**config.mk**
```make
export PLATFORM = sky130hd
export DESIGN_NAME = pcseq_top
export DESIGN_NICKNAME = d
export VERILOG_FILES = /design/src/rtl/pcseq_pkg.sv /design/src/rtl/pcseq_slot_ctr.sv /design/src/rtl/pcseq_branch_hold.sv /design/src/rtl/pcseq_pc_unit.sv /design/src/rtl/pcseq_trap_cap.sv /design/src/rtl/pcseq_top.sv
export SDC_FILE = /design/constraint.sdc
export NUM_CORES = 1
export LEC_CHECK = 0
export BUFFER_PORTS_ARGS = -buffer_cell sky130_fd_sc_hd__buf_2
export CAP_MARGIN = 20
export CORE_MARGIN = 8
export CORE_UTILIZATION = 50
export CTS_BUF_LIST = sky130_fd_sc_hd__clkbuf_4
export CTS_CLUSTER_SIZE = 40
export DETAILED_ROUTE_END_ITERATION = 8
export GPL_ROUTABILITY_DRIVEN = 1
export GPL_TIMING_DRIVEN = 0
export PLACE_DENSITY_LB_ADDON = 0.25
export SLEW_MARGIN = 20
export SYNTH_ARGS = -nofsm -noshare
export SYNTH_HDL_FRONTEND = slang
export SYNTH_SLANG_ARGS = --single-unit
```
**constraint.sdc**
```tcl
create_clock -name clk -period 2 [get_ports clk]
set_clock_uncertainty 0.05 [all_clocks]
set_input_delay 0.3 -clock clk [delete_from_list [all_inputs] [get_ports clk]]
set_output_delay 0.3 -clock clk [all_outputs]
set_load 0.01 [all_outputs]
```
**src/rtl/pcseq_pkg.sv**
```systemverilog
package pcseq_pkg;

    typedef enum logic [1:0] {
        ST_SEQ    = 2'd0,
        ST_SLOT   = 2'd1,
        ST_BUBBLE = 2'd2,
        ST_HALT   = 2'd3
    } seq_state_e;

    function automatic int unsigned slot_cnt_width(input int unsigned slots);
        return (slots < 2) ? 1 : $clog2(slots + 1);
    endfunction

endpackage

```
**src/rtl/pcseq_slot_ctr.sv**
```systemverilog
module pcseq_slot_ctr #(
    parameter int unsigned SLOTS = 1,
    parameter int unsigned CW    = 1
) (
    input  logic clk,
    input  logic rst,
    input  logic clr,
    input  logic load,
    input  logic dec,
    output logic busy,
    output logic last
);
    localparam logic [CW-1:0] LOADV = CW'(SLOTS);
    localparam logic [CW-1:0] ONE   = CW'(1);

    logic [CW-1:0] cnt_q;

    always_ff @(posedge clk) begin
        if (rst || clr) begin
            cnt_q <= '0;
        end else if (load) begin
            cnt_q <= LOADV;
        end else if (dec && (cnt_q != '0)) begin
            cnt_q <= cnt_q - ONE;
        end
    end

    assign busy = (cnt_q != '0);
    assign last = (cnt_q == ONE);

    // the remaining-slot count never exceeds the configured number
    p_cnt_bound_r3: assert property (@(posedge clk) disable iff (rst)
        cnt_q <= LOADV);

    // with no load, clear or decrement the count is frozen
    p_cnt_frozen_r6: assert property (@(posedge clk) disable iff (rst)
        (!clr && !load && !dec) |=> $stable(cnt_q));

endmodule

```
**src/rtl/pcseq_branch_hold.sv**
```systemverilog
module pcseq_branch_hold #(
    parameter int unsigned AW = 32
) (
    input  logic          clk,
    input  logic          rst,
    input  logic          clr,
    input  logic          load,
    input  logic [AW-1:0] br_pc,
    input  logic          taken,
    input  logic [AW-1:0] target,
    output logic [AW-1:0] owner_pc,
    output logic          pend_taken,
    output logic [AW-1:0] pend_target
);
    always_ff @(posedge clk) begin
        if (rst || clr) begin
            owner_pc    <= '0;
            pend_taken  <= 1'b0;
            pend_target <= '0;
        end else if (load) begin
            owner_pc    <= br_pc;
            pend_taken  <= taken;
            pend_target <= target;
        end
    end

    // the recorded branch survives anything other than a load or a clear
    p_owner_kept_r7: assert property (@(posedge clk) disable iff (rst)
        (!load && !clr) |=> ($stable(owner_pc) && $stable(pend_target) && $stable(pend_taken)));

    // a clear discards the pending jump
    p_clear_drops_r10: assert property (@(posedge clk) disable iff (rst)
        clr |=> !pend_taken);

endmodule

```
**src/rtl/pcseq_pc_unit.sv**
```systemverilog
module pcseq_pc_unit #(
    parameter int unsigned  AW        = 32,
    parameter logic [AW-1:0] RESET_VEC = '0,
    parameter int unsigned  INC       = 4
) (
    input  logic          clk,
    input  logic          rst,
    input  logic          resume,
    input  logic [AW-1:0] resume_pc,
    input  logic          advance,
    input  logic          jump,
    input  logic [AW-1:0] jump_pc,
    output logic [AW-1:0] pc
);
    localparam logic [AW-1:0] STEP = AW'(INC);

    logic [AW-1:0] pc_q;
    logic [AW-1:0] pc_d;

    always_comb begin
        pc_d = pc_q;
        if (resume) begin
            pc_d = resume_pc;
        end else if (advance) begin
            pc_d = jump ? jump_pc : (pc_q + STEP);
        end
    end

    always_ff @(posedge clk) begin
        if (rst) begin
            pc_q <= RESET_VEC;
        end else begin
            pc_q <= pc_d;
        end
    end

    assign pc = pc_q;

    // without advance or resume the address does not move
    p_pc_hold_r6: assert property (@(posedge clk) disable iff (rst)
        (!resume && !advance) |=> $stable(pc_q));

endmodule

```
**src/rtl/pcseq_trap_cap.sv**
```systemverilog
module pcseq_trap_cap #(
    parameter int unsigned AW = 32
) (
    input  logic          clk,
    input  logic          rst,
    input  logic          capture,
    input  logic          in_slot,
    input  logic [AW-1:0] cur_pc,
    input  logic [AW-1:0] owner_pc,
    output logic [AW-1:0] restart_pc,
    output logic          restart_in_slot
);
    always_ff @(posedge clk) begin
        if (rst) begin
            restart_pc      <= '0;
            restart_in_slot <= 1'b0;
        end else if (capture) begin
            restart_pc      <= in_slot ? owner_pc : cur_pc;
            restart_in_slot <= in_slot;
        end
    end

    // a slot trap restarts at the branch that owns the slot
    p_slot_restart_r8: assert property (@(posedge clk) disable iff (rst)
        (capture && in_slot) |=> (restart_in_slot && (restart_pc == $past(owner_pc))));

    // a trap outside a slot restarts at the trapped fetch
    p_plain_restart_r9: assert property (@(posedge clk) disable iff (rst)
        (capture && !in_slot) |=> (!restart_in_slot && (restart_pc == $past(cur_pc))));

endmodule

```
**src/rtl/pcseq_top.sv**
```systemverilog
module pcseq_top
    import pcseq_pkg::*;
#(
    parameter int unsigned   AW          = 32,
    parameter int unsigned   DELAY_SLOTS = 1,
    parameter logic [AW-1:0] RESET_VEC   = 'h1000,
    parameter int unsigned   INC         = 4
) (
    input  logic          clk,
    input  logic          rst,
    input  logic          stall,
    output logic          fetch_valid,
    output logic [AW-1:0] fetch_pc,
    output logic          fetch_in_slot,
    input  logic          br_valid,
    input  logic          br_taken,
    input  logic [AW-1:0] br_target,
    input  logic          trap_req,
    input  logic          resume_valid,
    input  logic [AW-1:0] resume_pc,
    output logic          halted,
    output logic [AW-1:0] restart_pc,
    output logic          restart_in_slot,
    output logic          slot_error
);
    localparam int unsigned   CW        = slot_cnt_width(DELAY_SLOTS);
    localparam bit            HAS_SLOTS = (DELAY_SLOTS != 0);
    localparam logic [AW-1:0] STEP      = AW'(INC);

    seq_state_e    state_q;
    seq_state_e    state_d;
    logic          accept;
    logic          trap_acc;
    logic          br_acc_seq;
    logic          br_in_slot;
    logic          slot_fetch;
    logic          slot_exit;
    logic          advance;
    logic          resume_go;
    logic          jump;
    logic [AW-1:0] jump_pc;
    logic          ctr_load;
    logic          ctr_busy;
    logic          ctr_last;
    logic          hold_clr;
    logic [AW-1:0] owner_pc;
    logic          pend_taken;
    logic [AW-1:0] pend_target;
    logic          err_q;

    // ---------------- qualified events ----------------
    assign accept     = fetch_valid && !stall;
    assign trap_acc   = accept && trap_req;
    assign advance    = accept && !trap_req;
    assign br_acc_seq = advance && br_valid && (state_q == ST_SEQ);
    assign br_in_slot = accept && br_valid && (state_q == ST_SLOT);
    assign slot_fetch = advance && (state_q == ST_SLOT);
    assign slot_exit  = slot_fetch && ctr_last;
    assign resume_go  = (state_q == ST_HALT) && resume_valid;
    assign hold_clr   = trap_acc || resume_go;

    // ---------------- variant: delay slots or a bubble ----------------
    generate
        if (HAS_SLOTS) begin : g_slots
            assign ctr_load = br_acc_seq;
            assign jump     = slot_exit && pend_taken;
            assign jump_pc  = pend_target;
        end else begin : g_bubble
            assign ctr_load = 1'b0;
            assign jump     = br_acc_seq && br_taken;
            assign jump_pc  = br_target;
        end
    endgenerate

    // ---------------- state register ----------------
    always_ff @(posedge clk) begin
        if (rst) begin
            state_q <= ST_SEQ;
        end else begin
            state_q <= state_d;
        end
    end

    // ---------------- next state ----------------
    always_comb begin
        state_d = state_q;
        unique case (state_q)
            ST_SEQ: begin
                if (trap_acc) begin
                    state_d = ST_HALT;
                end else if (br_acc_seq) begin
                    if (HAS_SLOTS) begin
                        state_d = ST_SLOT;
                    end else if (br_taken) begin
                        state_d = ST_BUBBLE;
                    end
                end
            end
            ST_SLOT: begin
                if (trap_acc) begin
                    state_d = ST_HALT;
                end else if (slot_exit) begin
                    state_d = ST_SEQ;
                end
            end
            ST_BUBBLE: begin
                if (!stall) begin
                    state_d = ST_SEQ;
                end
            end
            ST_HALT: begin
                if (resume_valid) begin
                    state_d = ST_SEQ;
                end
            end
            default: state_d = ST_SEQ;
        endcase
    end

    // ---------------- outputs from state ----------------
    always_comb begin
        fetch_valid   = 1'b0;
        fetch_in_slot = 1'b0;
        halted        = 1'b0;
        unique case (state_q)
            ST_SEQ:    fetch_valid = 1'b1;
            ST_SLOT: begin
                fetch_valid   = 1'b1;
                fetch_in_slot = 1'b1;
            end
            ST_BUBBLE: fetch_valid = 1'b0;
            ST_HALT:   halted = 1'b1;
            default:   fetch_valid = 1'b0;
        endcase
    end

    // ---------------- sticky misuse flag ----------------
    always_ff @(posedge clk) begin
        if (rst) begin
            err_q <= 1'b0;
        end else if (br_in_slot) begin
            err_q <= 1'b1;
        end
    end
    assign slot_error = err_q;

    // ---------------- datapath pieces ----------------
    pcseq_pc_unit #(
        .AW        (AW),
        .RESET_VEC (RESET_VEC),
        .INC       (INC)
    ) u_pc (
        .clk       (clk),
        .rst       (rst),
        .resume    (resume_go),
        .resume_pc (resume_pc),
        .advance   (advance),
        .jump      (jump),
        .jump_pc   (jump_pc),
        .pc        (fetch_pc)
    );

    pcseq_slot_ctr #(
        .SLOTS (DELAY_SLOTS),
        .CW    (CW)
    ) u_ctr (
        .clk  (clk),
        .rst  (rst),
        .clr  (trap_acc),
        .load (ctr_load),
        .dec  (slot_fetch),
        .busy (ctr_busy),
        .last (ctr_last)
    );

    pcseq_branch_hold #(
        .AW (AW)
    ) u_hold (
        .clk         (clk),
        .rst         (rst),
        .clr         (hold_clr),
        .load        (br_acc_seq),
        .br_pc       (fetch_pc),
        .taken       (br_taken),
        .target      (br_target),
        .owner_pc    (owner_pc),
        .pend_taken  (pend_taken),
        .pend_target (pend_target)
    );

    pcseq_trap_cap #(
        .AW (AW)
    ) u_trap (
        .clk             (clk),
        .rst             (rst),
        .capture         (trap_acc),
        .in_slot         (fetch_in_slot),
        .cur_pc          (fetch_pc),
        .owner_pc        (owner_pc),
        .restart_pc      (restart_pc),
        .restart_in_slot (restart_in_slot)
    );

    // ---------------- assertions ----------------
    // plain sequential step
    p_seq_step_r2: assert property (@(posedge clk) disable iff (rst)
        ((state_q == ST_SEQ) && accept && !trap_req && !br_valid)
            |=> (fetch_pc == $past(fetch_pc) + STEP));

    // a stall freezes the visible fetch
    p_stall_freeze_r6: assert property (@(posedge clk) disable iff (rst)
        (stall && !halted) |=> ($stable(fetch_pc) && $stable(fetch_in_slot) && $stable(fetch_valid)));

    // the misuse flag never drops before reset
    p_err_sticky_r7: assert property (@(posedge clk) disable iff (rst)
        slot_error |=> slot_error);

    // halted stays parked until a resume arrives
    p_halt_park_r8: assert property (@(posedge clk) disable iff (rst)
        (halted && !resume_valid) |=> (halted && !fetch_valid && $stable(restart_pc)));

    // resume fetches the given address, unmarked
    p_resume_r10: assert property (@(posedge clk) disable iff (rst)
        (halted && resume_valid)
            |=> (fetch_valid && !fetch_in_slot && (fetch_pc == $past(resume_pc))));

    generate
        if (HAS_SLOTS) begin : g_chk_slots
            // the fetch after an accepted branch is a marked slot
            p_slot_follow_r3: assert property (@(posedge clk) disable iff (rst)
                br_acc_seq |=> fetch_in_slot);
            // the slot state and the counter agree
            p_slot_ctr_r3: assert property (@(posedge clk) disable iff (rst)
                fetch_in_slot |-> ctr_busy);
        end else begin : g_chk_bubble
            // a taken branch is followed by an empty cycle
            p_bubble_r5: assert property (@(posedge clk) disable iff (rst)
                (br_acc_seq && br_taken) |=> !fetch_valid);
        end
    endgenerate

endmodule

```
# Word level (Yosys, flattened, before mapping)
# Cells that the tools add are included.
# totals
out_inout_bits	69
inputBits	71
register_bits	134
# classes
addsub	2
mux	16
eq_ne	7
reduce_logical	21
# ops
op	count
$mux 32	4
$add 32x3->32 const B	1
$mux 2	6
$logic_and 1x1->1	11
$pmux 2 s4	1
$ne 3x3->1 const B	2
$mux 1	5
$eq 2x2->1 const B	2
$ne 2x2->1 const B	2
$reduce_and 4->1	1
$reduce_bool 2->1	2
$logic_or 1x1->1	3
$eq 2x1->1 const B	1
$logic_not 1->1	2
$logic_not 2->1	1
$reduce_or 2->1	1
$sub 1x1->1 const B	1

# Longest topological paths before layout
# Gate-level depths: netlist of run 1.
# logic_depth
word_depth	11
ltp_mapped	9
mapped_depth_nobuf	7

# By module
# From an unflattened synthesis of run 1, not the netlist that was laid out.
# hier_totals
hier_cells	737
area_unflattened_um2	6601.3
# modules_own_cells
mod	cells_per_inst	n_inst	seq_area_each_um2	area_per_inst_um2
pcseq_pc_unit	347	1	640.6	2488.6
pcseq_branch_hold	210	1	1301.2	2338.5
pcseq_trap_cap	146	1	660.6	1473.9
pcseq_top	29	1	60.1	247.7
pcseq_slot_ctr	5	1	20.0	52.6

# Worst setup path after synthesis of run 1
# OpenSTA, ideal clock, no wires.
# synth_timing
path_type	reg2reg
startpoint	register u_pc.pc_q[2] (netlist: u_pc.pc[2])
endpoint	register u_pc.pc_q[22] (netlist: u_pc.pc[22])
n_path_buf	1
path_slack_ns	-0.155
path_stages_with_launch	9
period_less_slack_ns	2.155
t_arrival_ns	2.014
setup_time_ns	0.091
cell_sequence	dfxtp_1 -> ha_1 -> and3_1 -> buf_2 -> nand4_2 -> nor2_1 -> nand4_1 -> mux2_2 -> a311oi_1
# synth_between
elab_chain_cells	4
# synth_rtl
item	line_no	text
from (decl)	pcseq_pc_unit.sv:17	logic [AW-1:0] pc_q;
from (signal assigned)	pcseq_pc_unit.sv:33	pc_q <= pc_d;
$add 32x3->32	pcseq_pc_unit.sv:25	pc_d = jump ? jump_pc : (pc_q + STEP);
$mux 32	pcseq_pc_unit.sv:25	
$mux 32	pcseq_pc_unit.sv:24	end else if (advance) begin
$mux 32	pcseq_pc_unit.sv:22	if (resume) begin
# Every way passes these cells. The select of a mux whose other input is x is not followed.
# A chain may end at the register's enable or synchronous reset.

# Worst setup path after layout of run 1
# layout_timing
startpoint	register u_pc.pc_q[3] (netlist: u_pc.pc[3])
endpoint	register u_pc.pc_q[31] (netlist: u_pc.pc[31])
# The elaborated chain is that of the path after synthesis.

==> results of run 1 <==
## cells by family after synthesis
family / Yosys count
AO/OA/AOI/OAI: 208
buffers and inverters: 76
multiplexers: 2
XOR/XNOR: 13
AND/OR/NAND/NOR: 357
adder cells (fa/ha/maj): 1
flip-flops: 134
## what timing repair did
action                                 4_1_cts  5_1_grt
gates cloned                                 0        0
resized for setup                           68       51
setup endpoints to repair                  117      101
endpoints found under the hold margin       55        1
setup buffers                               16       12
pin swaps                                   11       10
hold buffers                                55        1
## critical path, cell delays in order (launching register included)
cell and delay [ns]:
dfxtp_4 0.40, nand4_1 0.14, or3_1 0.35, buf_6 0.14, nor4_4 0.15, nand3_1 0.16, or3_1 0.39, a311oi_2 0.28
## routing by layer
layer / GRT usage, % / wire (um) / up-vias
met2: 42.98 / 9891 / 423
met4: 12.54 / 771 / 2
met1: 32.68 / 8344 / 3155
met3: 7.947 / 2420 / 83
met5: 0 / 8 / -
li1: - / - / 3232
## cell type report
type                            count  area (um2)  area share, %
Clock buffer                       18       135.1          1.656
Multi-Input combinational cell    581        3147          38.56
Antenna cell                        1       2.502        0.03066
Sequential cell                   134        2741          33.59
Timing Repair Buffer              224        1481          18.15
Buffer                             60       344.1          4.216
Tap cell                          147       183.9          2.254
Clock inverter                     14       92.59          1.134
Inverter                            9       33.78         0.4139
## state kept, by name, summed over array words and instances (netlist names)
signal                  count
u_ctr.busy                  1
u_hold.pend_taken           1
u_hold.pend_target         32
u_trap.restart_in_slot      1
u_hold.owner_pc            32
state_q                     2
u_trap.restart_pc          32
slot_error                  1
u_pc.pc                    32
## path summary, 6_finish.rpt
path | from | endpoint | slack (ns) | cells after the start
setup / recovery | u_pc.pc[3] | u_pc.pc[31] | -0.14 | 7
hold / removal | resume_pc[24] | u_pc.pc[24] | 0.03 | 3
setup reg to reg | u_pc.pc[3] | u_pc.pc[31] | -0.14 | 7
hold reg to reg | u_hold.pend_target[2] | u_hold.pend_target[2] | 0.41 | 2
## cells in the final DEF (no fill, tap or decap), drive strengths merged, types with 5 or more instances in the layout
| cell type | instances |
|---|---|
| clkbuf | 62 |
| nor2 | 73 |
| nand4 | 5 |
| clkinv | 11 |
| a31oi | 10 |
| o211ai | 6 |
| xnor2 | 7 |
| o21ai | 18 |
| a22oi | 8 |
| buf | 184 |
| nor4 | 5 |
| dlygate4sd3 | 56 |
| nor3 | 9 |
| xor2 | 6 |
| and3 | 5 |
| a311oi | 31 |
| inv | 9 |
| a221oi | 7 |
| dfxtp | 134 |
| nand3 | 15 |
| nand2 | 223 |
| a21oi | 97 |
| a211oi | 11 |
## power breakdown
| part | internal [W] | switching, W | total [W] |
|---|---|---|---|
| clock network | 0.000590 | 0.000985 | 0.00158 |
| registers | 0.00274 | 0.0000732 | 0.00282 |
| logic | 0.000323 | 0.000430 | 0.000753 |
## metrics by stage
step / instance area, um2 / setup WS [ns] / hold WS [ns] / cells
3_3_place_gp: 6898 / -0.8910 / 0.3919 / 1077
4_1_cts: 7974 / -0.1676 / 0.002242 / 1177
3_5_place_dp: 6903 / -0.4919 / 0.3965 / 1078
6_report: 8162 / -0.1365 / 0.03036 / 1188
2_1_floorplan: 6018 / -0.01792 / 0.3585 / 791
5_1_grt: 8162 / -0.1792 / 0.03407 / 1188
==> results.toml, run 1 <==
[outcome]
status = "finished with violations"
violations = "negative setup slack"

[timing]
finalHoldViolations = 0
fin_crit_sh_pct = 106.8
rsz0062_at_grt = "true"
finalCriticalPeriod_ns = 2.136
worst_slack_ns = -0.1365
slew_violations = 0
fmax_mhz = 468.1
tightest_slew_ns = 0.6958
slew_headroom_pct = 53.62
setup_viol = 9
timing.setup.tns_ns = -0.4611

[floorplanning]
core_area_um2 = 11860
die_area_um2 = 15720
io_pins = 140
start_util_pct = 50.42
die_h_um = 125.4
rows = 40
chipWidth_um = 125.4

[synth]
yosysUniqueCellTypes = 52
muxShareOfSynthArea_pct = 0.3556
syn_avg_cell_area_um2 = 7.561
synth_top_area_cell = "dfxtp_1"
syn_area_um2 = 5981
synth-main-ff-cell = "dfxtp_1"
yosysSeqAreaShare_pct = 44.85
synthSimpleGateAreaFrac_pct = 25.38
synth_top_family_by_area = "simple AND/OR/NAND/NOR gates"
synth_common_cells = "223 x nand2_1, 134 x dfxtp_1, 97 x a21oi_1"
synth_fa_ha_area_share_pct = 0.2092
synth_xor_area_share_pct = 1.904
synth.most_common_cell = "nand2_1"
ys_top_cells_by_area = "dfxtp_1 45%, nand2_1 14%, a21oi_1 8.1%"
synth.net_count = 863
synth_compound_area_share_pct = 22.20
synth_seq_cells = 134
syn_inst = 791
synth_edf_count = 0
yosysTopAreaCellShare_pct = 44.85
yosysWarnings = 0
async_reset_ff_share_pct = 0

[pwr]
cellLeakagePower_nw = 3.146
power_w = 0.005144
ir_worst_vdd_mv = 0.5385
p_per_area_nw_per_um2 = 630.2

[worst_setup_path]
critPathArrivalTime_ns = 2.56
worstSetupEndpointType = "register"
startpoint_type = "register"
critical_path_class = "register to register"
cp_data_required_time_ns = 2.42
path_max_fanout = 6

[cts]
cts_made_buffers = 17
clk_latency_ns = 0.58
path_clk_slew_ns = 0.11
htree_num_levels = 4
cts_root_buffer = "clkbuf_4"
cts_tree = "done"
clk_path_buf_depth = 2
clkSinkCount = 134

[finish]
nets = 1099
area_growth_syn_to_layout_pct = 36.46
utilization_pct = 68.81
nFillCells = 962
drive_gt1_share_pct = 27.21

[routing]
ant_nets = 0
finalWirelength_mm = 21.44
wl_per_cell_um = 18.04
vias = 6895
initialDrtViolationCount = 795
drc = 0
dr.pass1.iters = 6
vias_per_cell = 5.804

[place]
io_buffers = 139
place.gp.congestion = 0.8947
hpwlAfterDp_mm = 14.58

[global_route]
grt_max_degree = 17
antenna_found_initial = 2
grt_usage_pct = 26.90
grt-ovfl-total = 0
grt_pass1_vias = 6459
grt_pass1_wl_mm = 33.78

[worst_hold_path]
hold_path_class = "input port to register"

[flow_run]
drv_cap = 0
No activity file was read; power rests on OpenSTA's default activity.
==> run 2: changes to the inputs <==
RECOVER_POWER = 25   (was unset)
==> run 2 against run 1 <==
  * The flow still finishes with violations (negative setup slack)
  * Sequential power hardly changed
  * Sequential share of layout area is 0.17 points higher
  * Critical path depth stayed put
  * Largest power group unchanged
  * Highest routed layer unchanged
  * Die area stayed put
  * Register-to-register slack hardly changed
  * Fmax is 0.66% lower
  * Hold slack better by 0.0038 ns
==> results.toml, run 2 (synthesis results as in run 1) <==
[outcome]
status = "finished with violations"
violations = "negative setup slack"

[cts]
cts_tree = "done"
clk_latency_ns = 0.57
cts_root_buffer = "clkbuf_4"
htree_num_levels = 4
path_clk_slew_ns = 0.11
clkSinkCount = 134
cts_made_buffers = 17
clk_path_buf_depth = 2

[timing]
setup_viol = 8
fin_crit_sh_pct = 107.5
finalCriticalPeriod_ns = 2.151
fmax_mhz = 465.0
finalHoldWorstSlack_ns = 0.03417
slew_violations = 0
rsz0062_at_grt = "true"
slew_headroom_pct = 54.79
tightest_slew_ns = 0.6781
finalHoldViolations = 0
worst_slack_ns = -0.1507

[worst_hold_path]
min_to = "u_pc.pc[24]"
hp-start = "resume_pc[24]"
hold_depth = 3
hold_path_class = "input port to register"

[routing]
ant_nets = 0
vias_per_cell = 5.817
initialDrtViolationCount = 776
drc = 0
vias = 6911
wl_per_cell_um = 18.14
finalWirelength_mm = 21.55
dr.pass1.iters = 6

[worst_setup_path]
path_delay_family = "simple AND/OR/NAND/NOR gates"
worstSetupEndpointType = "register"
critical_path_class = "register to register"
r2r_end = "u_pc.pc[31]"
worst_path_most_repeated_cell = "or3_1"
cpPeakStageDelay_ns = 0.39
path_max_fanout = 6
slowest_stage = "dfxtp_4"
reg2reg_depth = 7
critPathArrivalTime_ns = 2.57
cp_data_required_time_ns = 2.42
cp_cell_sequence = "nand4_1 -> or3_1 -> buf_6 -> nor4_4 -> nand3_1 -> or3_1 -> a311oi_2"
reg2reg_from = "u_pc.pc[3]"
r2r_setup_slack_ns = -0.15
startpoint_type = "register"
cp.buffers_inverters = 1

[finish]
drive_gt1_share_pct = 23.75
nets = 1099
layout.cells.most_common_list = "223 x nand2_1, 112 x dfxtp_1, 111 x buf_2"
final_common_cell = "nand2_1"
stdcell_count = 1188
utilization_pct = 68.43
nFillCells = 983
area_growth_syn_to_layout_pct = 35.71

[floorplanning]
core_area_um2 = 11860
die_h_um = 125.4
start_util_pct = 50.42
die_area_um2 = 15720
io_pins = 140
chipWidth_um = 125.4
rows = 40

[global_route]
grt_max_degree = 17
grt_usage_pct = 26.90
grt_pass1_wl_mm = 33.78
grt-ovfl-total = 0
grt_pass1_vias = 6459
antenna_found_initial = 2

[place]
io_buffers = 139
dp.cells = 1078
place.gp.congestion = 0.8947
hpwlAfterDp_mm = 14.58

[flow_run]
drv_cap = 0

[pwr]
p_per_area_nw_per_um2 = 631.9
ir_worst_vdd_mv = 0.5328
power_w = 0.005129
cellLeakagePower_nw = 3.005
-- run 2: cell types whose count changed in the layout (fill, tap and decap cells not counted) --
| cell | before | now |
|---|---|---|
| buf_2 | 146 | 111 |
| clkbuf_1 | 22 | 57 |
| dfxtp_1 | 111 | 112 |
| dfxtp_2 | 11 | 10 |
-- run 2: worst max path at each step --
stage / from / end / slack (ns) / depth (start not counted)
finish: u_pc.pc[3] / u_pc.pc[31] / -0.15 / 7
global route: u_pc.pc[21] / u_pc.pc[31] / -0.18 / 7
CTS: u_pc.pc[6] / u_pc.pc[31] / -0.17 / 8
detailed placement: stall / u_pc.pc[10] / -0.49 / 8
global placement: stall / u_pc.pc[3] / -0.89 / 7
floorplan: u_pc.pc[2] / u_pc.pc[22] / -0.02 / 8
-- run 2: layer usage --
layer | track usage, % | vias to the layer above | part of all wire, % | wire length, um
li1 | - | 3230 | - | -
met1 | 32.68 | 3159 | 39 | 8482
met2 | 42.98 | 434 | 46 | 9821
met3 | 7.947 | 86 | 11 | 2401
met4 | 12.54 | 2 | 3.9 | 834
met5 | 0 | - | 0.037 | 8
-- run 2: worst reg2reg max path, delay by kind of cell, from the launching register on --
family	cells	cell delay, ns
flops	1	0.39
simple gates	5	1.20
buf+inv	1	0.14
compound gates	1	0.28
-- run 2: timing repair --
item | 4_1_cts | 5_1_grt
setup endpoints to repair | 117 | 101
pin swaps | 11 | 10
hold endpoints to repair | 55 | 1
hold buffers | 55 | 1
buffers inserted | 16 | 12
resized for setup | 68 | 51
-- run 2: report_power, final --
part / switching (W) / internal (W) / leakage, nW
registers: 0.0000757 / 0.00274 / 1.10
clock network: 0.000977 / 0.000590 / 0.126
logic: 0.000432 / 0.000312 / 1.78
total: 0.00148 / 0.00364 / 3.00
-- run 2: area by class of cell --
| type | instances | area [um2] | share of cell area, % |
|---|---|---|---|
| repair buffers | 224 | 1438 | 17.71 |
| diodes | 1 | 2.502 | 0.03083 |
| flip-flops and latches | 134 | 2740 | 33.76 |
| multi-input cells | 581 | 3147 | 38.77 |
| plain buffers | 60 | 344.1 | 4.239 |
| inverters | 9 | 33.78 | 0.4162 |
| clock inverters | 14 | 92.59 | 1.141 |
| well taps | 147 | 183.9 | 2.266 |
| clock buffers | 18 | 135.1 | 1.665 |
-- run 2: metrics by stage --
step / instance area [um2] / setup TNS, ns / worst slack, ns
6_report: 8117 / -0.5149 / -0.1507
5_1_grt: 8117 / -1.671 / -0.1792
4_1_cts: 7974 / -0.3972 / -0.1676
3_5_place_dp: 6903 / -30.12 / -0.4919
3_3_place_gp: 6898 / -54.22 / -0.8910
2_1_floorplan: 6018 / -0.03831 / -0.01792
==> run 3: changes to the inputs <==
CORE_UTILIZATION = 56   (was 50)
clock period = 1.98 ns   (was 2 ns; I/O delays follow)
==> run 3 against run 2 <==
  * The flow still finishes with violations (negative setup slack)
  * Final cell count down 1.9%
  * Sequential power about the same
  * Via count up 3.6%
  * Final area unchanged
  * Fmax up 0.23%
  * Non-clock buffer count down 11
  * Critical path depth down 1
  * Sequential share of layout area down 0.14 points
  * First-iteration DRC count up 53%
  * Clock power up 26%
  * Critical path type unchanged
  * Largest cell class unchanged
  * Highest routed layer is now met4
==> results.toml, run 3 (synthesis results as in run 1) <==
[floorplanning]
chipWidth_um = 119.3
core_area_um2 = 10370
die_area_um2 = 14240
io_pins = 140
start_util_pct = 57.67
die_h_um = 119.3
rows = 37

[worst_setup_path]
cp_data_required_time_ns = 2.38
critPathArrivalTime_ns = 2.55
path_delay_family = "simple AND/OR/NAND/NOR gates"
startpoint_type = "register"
path_max_fanout = 7
worstSetupEndpointType = "register"
cp_cell_sequence = "and4_2 -> nand3_4 -> nor4_4 -> nand3_1 -> or3_1 -> a311oi_1"
cp.buffers_inverters = 0
critical_path_class = "register to register"
cpPeakStageDelay_ns = 0.47
slowest_stage = "dfxtp_1"

[finish]
stdcell_count = 1166
final_common_cell = "nand2_1"
nets = 1088
area_growth_syn_to_layout_pct = 35.71
drive_gt1_share_pct = 27.99
nFillCells = 734
final-seq-area_um2 = 2729
multi_input_comb_area_um2 = 3186
utilization_pct = 78.27
layout.cells.most_common_list = "223 x nand2_1, 146 x buf_2, 113 x dfxtp_1"

[routing]
finalWirelength_mm = 22.51
vias = 7158
drc = 0
ant_nets = 0
initialDrtViolationCount = 1188
vias_per_cell = 6.139
dr.pass1.iters = 8
wl_per_cell_um = 19.30

[timing]
finalHoldViolations = 0
setup_viol = 14
rsz0062_at_grt = "true"
slew_violations = 0
worst_slack_ns = -0.1658
finalCriticalPeriod_ns = 2.146
fin_crit_sh_pct = 108.4
tightest_slew_ns = 0.7838
fmax_mhz = 466.0
slew_headroom_pct = 47.75

[outcome]
status = "finished with violations"
violations = "negative setup slack"

[cts]
cts_made_buffers = 17
htree_num_levels = 4
clk_latency_ns = 0.55
cts_root_buffer = "clkbuf_4"
clk_path_buf_depth = 2
cts_tree = "done"
clkSinkCount = 134
path_clk_slew_ns = 0.12

[place]
io_buffers = 139
dp.cells = 1066
hpwlAfterDp_mm = 14.29
place.gp.congestion = 0.9535

[pwr]
cellLeakagePower_nw = 3.146
p_per_area_nw_per_um2 = 687.4
ir_worst_vdd_mv = 0.4155

[global_route]
grt_pass1_vias = 6794
antenna_found_initial = 0
grt_max_degree = 17
grt-ovfl-total = 0
grt_usage_pct = 29.09
grt_pass1_wl_mm = 33.60

[flow_run]
drv_cap = 0

[worst_hold_path]
hold_path_class = "input port to register"
==> run 3: changes by cell type in the layout (fill, tap and decap cells not counted), sizes merged <==
cell         change
clkbuf          -36
buf             +35
dlygate4sd3     -11
clkinv           -5
inv              +4
bufinv           +2
==> run 3: metal layers <==
metal  up-vias  GRT usage, %  wire length (um)
met2       583         48.05             10140
met4         0         13.51              1242
li1       3214             -                 -
met1      3202         34.31              8173
met3       159         8.408              2947
met5         -             0                 0
==> run 3: report_power, final <==
part | internal [W] | switching, W | total [W]
Clock | 0.000881 | 0.00110 | 0.00198
Combinational | 0.000304 | 0.000441 | 0.000745
Sequential | 0.00277 | 0.0000779 | 0.00285
Total | 0.00396 | 0.00162 | 0.00558
==> run 3: worst min-delay path, cell delays in order <==
cell and delay, ns:
buf_2 0.11, nor2_1 0.10, nor3_1 0.05
==> run 3: per-stage QoR <==
stage	setup TNS, ns	power [W]	hold slack, ns	setup WS, ns	instance area, um2
3_3_place_gp	-53.93	0.003504	0.3911	-0.8503	6885
5_1_grt	-1.980	0.005730	-0.007993	-0.2375	8114
4_1_cts	-0.4595	0.005497	0.01028	-0.1600	7894
6_report	-1.105	0.005579	0.0002880	-0.1658	8117
2_1_floorplan	-0.1183	0.003232	0.3555	-0.03791	6020
3_5_place_dp	-30.20	0.003513	0.3972	-0.4917	6890
==> run 3: final cells by class <==
type,instances,share of cell area (%)
flip-flops and latches,134,33.62
plain buffers,62,4.101
inverters,9,0.4162
diodes,1,0.03083
clock buffers,17,1.572
multi-input cells,581,39.25
well taps,136,2.096
repair buffers,211,16.76
clock inverters,15,2.158
==> run 3: worst paths after layout <==
path / start / endpoint / slack (ns) / depth (start not counted)
max: u_pc.pc[15] / u_pc.pc[31] / -0.17 / 6
min: resume_pc[9] / u_pc.pc[9] / 0.0003 / 3
min reg2reg: u_hold.owner_pc[20] / u_hold.owner_pc[20] / 0.42 / 2
max reg2reg: u_pc.pc[15] / u_pc.pc[31] / -0.17 / 6
==> run 3: what timing repair did <==
item | 4_1_cts | 5_1_grt
pin swaps | 8 | 19
resized for setup | 61 | 50
endpoints found under the hold margin | 45 | 0
hold buffers | 45 | 0
setup endpoints to repair | 124 | 100
buffers inserted | 13 | 15
